### src/rtl/twinch_pkg.sv
`timescale 1ns/1ps
package twinch_pkg;
  typedef enum logic [1:0] {
    MODE_OFF     = 2'b00,
    MODE_TRACK   = 2'b01,
    MODE_CONVERT = 2'b10
  } link_mode_t;
endpackage

### src/rtl/twinch_sync.sv
`timescale 1ns/1ps
// Multi-flop synchronizer with falling-edge detection in the system domain.
module twinch_sync #(
  parameter int   STAGES    = 2,
  parameter logic RESET_VAL = 1'b1
) (
  input  logic clk,
  input  logic rst,
  input  logic async_in,
  output logic level,
  output logic fell
);
  logic [STAGES-1:0] chain;
  logic              last;

  always_ff @(posedge clk) begin
    if (rst) begin
      chain <= {STAGES{RESET_VAL}};
      last  <= RESET_VAL;
    end else begin
      chain <= {chain[STAGES-2:0], async_in};
      last  <= chain[STAGES-1];
    end
  end

  assign level = chain[STAGES-1];
  assign fell  = last & ~level;
endmodule

### src/rtl/twinch_frame_ctl.sv
`timescale 1ns/1ps
// Frame edge counter: select/clock alignment, wrap for continuous mode, mode.
module twinch_frame_ctl
  import twinch_pkg::*;
#(
  parameter int LEAD_W = 4,
  parameter int DATA_W = 12,
  localparam int FRAME_LEN = 2 * (LEAD_W + DATA_W),
  localparam int CW = $clog2(FRAME_LEN + 1)
) (
  input  logic          clk,
  input  logic          rst,
  input  logic          sel_lvl,
  input  logic          sel_fell,
  input  logic          sclk_lvl,
  input  logic          sclk_fell,
  output logic [CW-1:0] idx_nxt,
  output logic [CW-1:0] edge_idx,
  output logic          cap,
  output link_mode_t    mode
);
  localparam logic [CW-1:0] LAST_C = CW'(FRAME_LEN);
  localparam logic [CW-1:0] ONE_C  = CW'(1);
  localparam logic [CW-1:0] SAMP_C = CW'(LEAD_W);

  always_comb begin
    idx_nxt = edge_idx;
    cap     = 1'b0;
    if (sel_lvl) begin
      idx_nxt = '0;
    end else if (sel_fell) begin
      // clock low (or falling together) -> select edge is edge 1
      idx_nxt = sclk_lvl ? '0 : ONE_C;
    end else if (sclk_fell) begin
      idx_nxt = (edge_idx == LAST_C) ? ONE_C : edge_idx + ONE_C;
      cap     = (idx_nxt == SAMP_C);
    end
  end

  always_ff @(posedge clk) begin
    if (rst) begin
      edge_idx <= '0;
      mode     <= MODE_OFF;
    end else begin
      edge_idx <= idx_nxt;
      mode     <= sel_lvl ? MODE_OFF :
                  ((idx_nxt >= SAMP_C) ? MODE_CONVERT : MODE_TRACK);
    end
  end
endmodule

### src/rtl/twinch_word_out.sv
`timescale 1ns/1ps
// Holding registers for both channels and the serial bit picker.
module twinch_word_out #(
  parameter int LEAD_W = 4,
  parameter int DATA_W = 12,
  localparam int HALF = LEAD_W + DATA_W,
  localparam int CW = $clog2(2 * HALF + 1),
  localparam int IW = $clog2(DATA_W)
) (
  input  logic              clk,
  input  logic              rst,
  input  logic [DATA_W-1:0] smp_a,
  input  logic [DATA_W-1:0] smp_b,
  input  logic              cap,
  input  logic              sel_lvl,
  input  logic [CW-1:0]     idx_nxt,
  output logic              dout
);
  localparam int NCH = 2;
  localparam logic [CW-1:0] HALF_C = CW'(HALF);
  localparam logic [CW-1:0] LEAD_C = CW'(LEAD_W);

  logic [DATA_W-1:0] live [NCH];
  logic [DATA_W-1:0] hold [NCH];

  assign live[0] = smp_a;
  assign live[1] = smp_b;

  for (genvar ch = 0; ch < NCH; ch++) begin : g_hold
    always_ff @(posedge clk) begin
      if (rst)      hold[ch] <= '0;
      else if (cap) hold[ch] <= live[ch];
    end
  end

  logic              second;
  logic [CW-1:0]     pos;
  logic [CW-1:0]     bidx;
  logic [DATA_W-1:0] word;
  logic              pick;

  always_comb begin
    second = (idx_nxt > HALF_C);
    pos    = second ? (idx_nxt - HALF_C) : idx_nxt;
    word   = second ? hold[1] : hold[0];
    bidx   = HALF_C - pos;
    pick   = (pos > LEAD_C) ? word[bidx[IW-1:0]] : 1'b0;
  end

  always_ff @(posedge clk) begin
    if (rst) dout <= 1'b0;
    else     dout <= ~sel_lvl & pick;
  end
endmodule

### src/rtl/twinch_serial_emu.sv
`timescale 1ns/1ps
module twinch_serial_emu
  import twinch_pkg::*;
#(
  parameter int DATA_W      = 12,
  parameter int LEAD_W      = 4,
  parameter int SYNC_STAGES = 2
) (
  input  logic              clk,
  input  logic              rst,
  input  logic [DATA_W-1:0] smp_a,
  input  logic [DATA_W-1:0] smp_b,
  input  logic              sel_n,
  input  logic              sclk,
  output logic              dout,
  output logic              dout_en,
  output logic [1:0]        mode
);
  localparam int FRAME_LEN = 2 * (LEAD_W + DATA_W);
  localparam int CW        = $clog2(FRAME_LEN + 1);

  logic          sel_lvl, sel_fell, sclk_lvl, sclk_fell, cap;
  logic [CW-1:0] idx_nxt, edge_idx;
  link_mode_t    mode_q;

  twinch_sync #(.STAGES(SYNC_STAGES), .RESET_VAL(1'b1)) u_sel_sync (
    .clk(clk), .rst(rst), .async_in(sel_n), .level(sel_lvl), .fell(sel_fell)
  );

  twinch_sync #(.STAGES(SYNC_STAGES), .RESET_VAL(1'b1)) u_sclk_sync (
    .clk(clk), .rst(rst), .async_in(sclk), .level(sclk_lvl), .fell(sclk_fell)
  );

  twinch_frame_ctl #(.LEAD_W(LEAD_W), .DATA_W(DATA_W)) u_ctl (
    .clk(clk), .rst(rst),
    .sel_lvl(sel_lvl), .sel_fell(sel_fell),
    .sclk_lvl(sclk_lvl), .sclk_fell(sclk_fell),
    .idx_nxt(idx_nxt), .edge_idx(edge_idx), .cap(cap), .mode(mode_q)
  );

  twinch_word_out #(.LEAD_W(LEAD_W), .DATA_W(DATA_W)) u_out (
    .clk(clk), .rst(rst), .smp_a(smp_a), .smp_b(smp_b),
    .cap(cap), .sel_lvl(sel_lvl), .idx_nxt(idx_nxt), .dout(dout)
  );

  always_ff @(posedge clk) begin
    if (rst) dout_en <= 1'b0;
    else     dout_en <= ~sel_lvl;
  end

  assign mode = mode_q;
endmodule

### config.mk
export PLATFORM = sky130hd
export DESIGN_NAME = twinch_serial_emu
export DESIGN_NICKNAME = d
export VERILOG_FILES = /design/src/rtl/twinch_pkg.sv /design/src/rtl/twinch_sync.sv /design/src/rtl/twinch_frame_ctl.sv /design/src/rtl/twinch_word_out.sv /design/src/rtl/twinch_serial_emu.sv
export SDC_FILE = /design/constraint.sdc
export NUM_CORES = 1
export LEC_CHECK = 0
export BUFFER_PORTS_ARGS = -buffer_cell sky130_fd_sc_hd__buf_2
export CAP_MARGIN = 40
export CORE_MARGIN = 3
export CORE_UTILIZATION = 39
export CTS_CLUSTER_DIAMETER = 150
export CTS_CLUSTER_SIZE = 12
export DETAILED_ROUTE_END_ITERATION = 10
export HOLD_SLACK_MARGIN = 0.03
export SLEW_MARGIN = 20
export SYNTH_ARGS = -nofsm -noshare
export SYNTH_HDL_FRONTEND = slang
export SYNTH_HIERARCHICAL = 1
export SYNTH_SLANG_ARGS = --single-unit
### constraint.sdc
create_clock -name clk -period 5.3 [get_ports clk]
set_input_delay 1.06 -clock clk [delete_from_list [all_inputs] [get_ports clk]]
set_output_delay 1.06 -clock clk [all_outputs]
set_load 0.03 [all_outputs]
==> results_dict.tcl <==
set metrics [dict create \
    crit_family "simple AND/OR/NAND/NOR gates" \
    ys_seq_elements 40 \
    synth_nets 222 \
    status "completed" \
    place_congestion 0.797 \
    reg2reg_setup_slack_ps 1850 \
    p_comb_frac 0.044 \
    max_stage_delay_ps 560 \
    setup_violations 0 \
    seq_area_um2 1040 \
    fp.dieW_um 78.9 \
    path_cells "nor2b_1, nor2b_1, a21oi_1, nor2_1, inv_1, ha_1, inv_1, nand2_1, o221a_2, o2bb2ai_1, a2111oi_2" \
    multi_input_area_um2 942 \
    critPathRequiredTime_ps 5490 \
    first_iter_violations 67 \
    die_area_um2 6230 \
    wire_per_inst_um 13.2 \
    syn2layout_area_growth_pct 14.7 \
    clkTransAtPathRegs_ps 90 \
    p_int_mw 0.492 \
    cts_buffers 5 \
    die_y_um 78.9 \
    switching_share 0.208 \
    synth_area_um2 2070 \
    cts.path.max_buffers 2 \
    synth_cells 190 \
    period_needed_ps 3450 \
    finalHoldViolCount 0 \
    path_class "reg -> reg" \
    yosysMostFrequentCell "and2_1" \
    hold_class "reg -> reg" \
    grt_overflow 0 \
    r2r_end "u_out/dout" \
    slew_headroom 0.521 \
    utilization 0.481 \
    grt_pass1_wl_um 6640 \
    timing.fmax_mhz 289 \
    path_depth 11 \
    pwr-share-clk 0.408 \
    ir_drop_uv 216 \
    num_rows 25 \
    arrival_ps 3650 \
    dpl_cell_area_um2 2260 \
    path_max_fanout 14 \
    clock_latency_ps 290 \
    post-cts-setup-buffers 0 \
    h-tree-depth 2 \
    rsz0062_at_grt "no" \
    nNetsFinal 253 \
    synth_top_area_share 0.348 \
    synth_edf_count 24 \
    synth_commonest_cells "and2_1 (26), edfxtp_1 (24), nor2_1 (17)" \
    async_flop_share 0 \
    start_util 0.419 \
    yosys.area.top_type "edfxtp_1" \
    fin_setup_tns_ps 0 \
    yosysWarnings 6 \
    ys_seq_area_frac 0.502 \
    vias 1437 \
    port_buffers 31 \
    root_buffer "clkbuf_8" \
    grt_use_total 0.135 \
    reg2reg_from "u_sel_sync/chain[1]" \
    dp_hpwl_um 2750 \
    tritoncts "done" \
    fillers 483 \
    design_area_um2 2380 \
    drive_gt1_frac 0.266 \
    cts_hold_buf 0 \
    switchingPower_mw 0.129 \
    p_seq_frac 0.547 \
    worstSetupEndpointType "flip-flop" \
    antenna_cells 0 \
    crit_buf_inv 2 \
    startpoint "u_sel_sync/chain[1]" \
    post-route-period-util 0.652 \
    tightestPinTransition_ps 716 \
    pin_count 32 \
    slew_violations 0 \
    coreArea_um2 4940 \
    powerDensity_nw_per_um2 261 \
    antenna_left 0 \
    leakagePower_nw 0.949 \
    synth_ff_type "edfxtp_1" \
    reg2reg_depth 11 \
    grt_max_degree 25 \
    crit_path_end "u_out/dout" \
    critPathLaunchType "flip-flop" \
    slowest_stage "nor2_1" \
    first_global_vias 1449 \
    drt_wl_total_um 3820 \
    ys_types 51 \
    viasPerCell 4.97 \
    avgSynthCellArea_um2 10.9 \
    skew_ps 8.11 \
    drv_cap 0 \
    grt_antenna_before_repair 0 \
    dr.pass1.iters 5 \
    drc_errors 0 \
    ctsResizeCount 0 \
    synth.area.top_cells "edfxtp_1 (35%), dfxtp_1 (15%), and2_1 (7.8%)" \
    clock-sinks 40 \
]
layout make-up:
cell class / count / area share
Clock buffer: 5 / 0.0289
Sequential cell: 40 / 0.438
Timing Repair Buffer: 32 / 0.0684
Clock inverter: 3 / 0.0195
Multi-Input combinational cell: 133 / 0.396
Tap cell: 67 / 0.0352
Inverter: 9 / 0.0142
metrics by stage:
stage	hold slack [ps]	setup WS (ps)	std cells	total power [mW]
global route	437	1570	289	0.653
global placement	390	1920	281	0.375
finish	416	1850	289	0.621
floorplan	385	2330	190	0.362
detailed placement	398	1860	281	0.375
CTS	420	1840	289	0.630
power by group through the flow:
stage / clock (mW) / combinational (mW) / sequential (mW)
3_5_place_dp: 0 / 0.0279 / 0.347
5_1_grt: 0.280 / 0.0313 / 0.341
3_3_place_gp: 0 / 0.0276 / 0.347
2_1_floorplan: 0 / 0.0156 / 0.346
4_1_cts: 0.262 / 0.0280 / 0.340
6_report: 0.254 / 0.0276 / 0.340
registers in the layout, indices dropped and copies added (netlist names):
register,flops
u_ctl/edge_idx,6
u_out/dout,1
u_ctl/mode,2
dout_en,1
u_out/hold,24
u_sel_sync/last,1
u_sel_sync/chain,2
u_sclk_sync/chain,2
u_sclk_sync/last,1
worst min path at each step:
stage	to	depth (start not counted)	start
3_5_place_dp	u_sel_sync/chain[1]	1	u_sel_sync/chain[0]
2_1_floorplan	u_sclk_sync/chain[1]	1	u_sclk_sync/chain[0]
5_1_grt	u_sclk_sync/chain[1]	1	u_sclk_sync/chain[0]
4_1_cts	u_sel_sync/chain[1]	1	u_sel_sync/chain[0]
3_3_place_gp	u_sel_sync/chain[1]	1	u_sel_sync/chain[0]
6_report	u_sel_sync/chain[1]	1	u_sel_sync/chain[0]
layout by cell type (no fill, tap or decap), types with 2 or more instances in the layout:
cell type	n
o2111ai_1	2
a31oi_1	2
dfxtp_1	16
clkbuf_8	5
nand2_1	9
ha_1	4
inv_2	2
mux2_2	2
a41oi_1	2
or2_2	4
nand4_1	5
nor3b_1	3
xnor2_1	3
nand2b_1	2
inv_1	7
nor3_1	7
and2_1	26
o21ai_0	2
nor2b_1	5
nor4b_1	3
nor2_1	17
or2_1	6
o211ai_1	2
mux2i_1	3
buf_2	31
edfxtp_1	24
layer usage:
layer | wire length [um] | vias up | global-route usage | share of wire
met5 | 0 | - | 0 | 0
met4 | 25 | 0 | 0.0464 | 0.0066
met3 | 154 | 2 | 0.0306 | 0.040
met2 | 1800 | 31 | 0.226 | 0.47
met1 | 1840 | 662 | 0.172 | 0.48
li1 | - | 742 | - | -
cell families after synthesis:
group,Yosys count,synth area share
AND/OR/NAND/NOR,97,0.278
flip-flops,40,0.502
AO/OA/AOI/OAI,22,0.0905
buffers and inverters,17,0.0435
multiplexers,7,0.0489
adder cells (fa/ha/maj),4,0.0241
XOR/XNOR,3,0.0127
worst register-to-register path, cell delays in order, from the launching register on:
cell,delay [ps]
dfxtp_1,450
nor2b_1,550
nor2b_1,210
a21oi_1,60
nor2_1,560
inv_1,140
ha_1,440
inv_1,150
nand2_1,70
o221a_2,270
o2bb2ai_1,130
a2111oi_2,320
No activity file was read; power rests on OpenSTA's default activity.
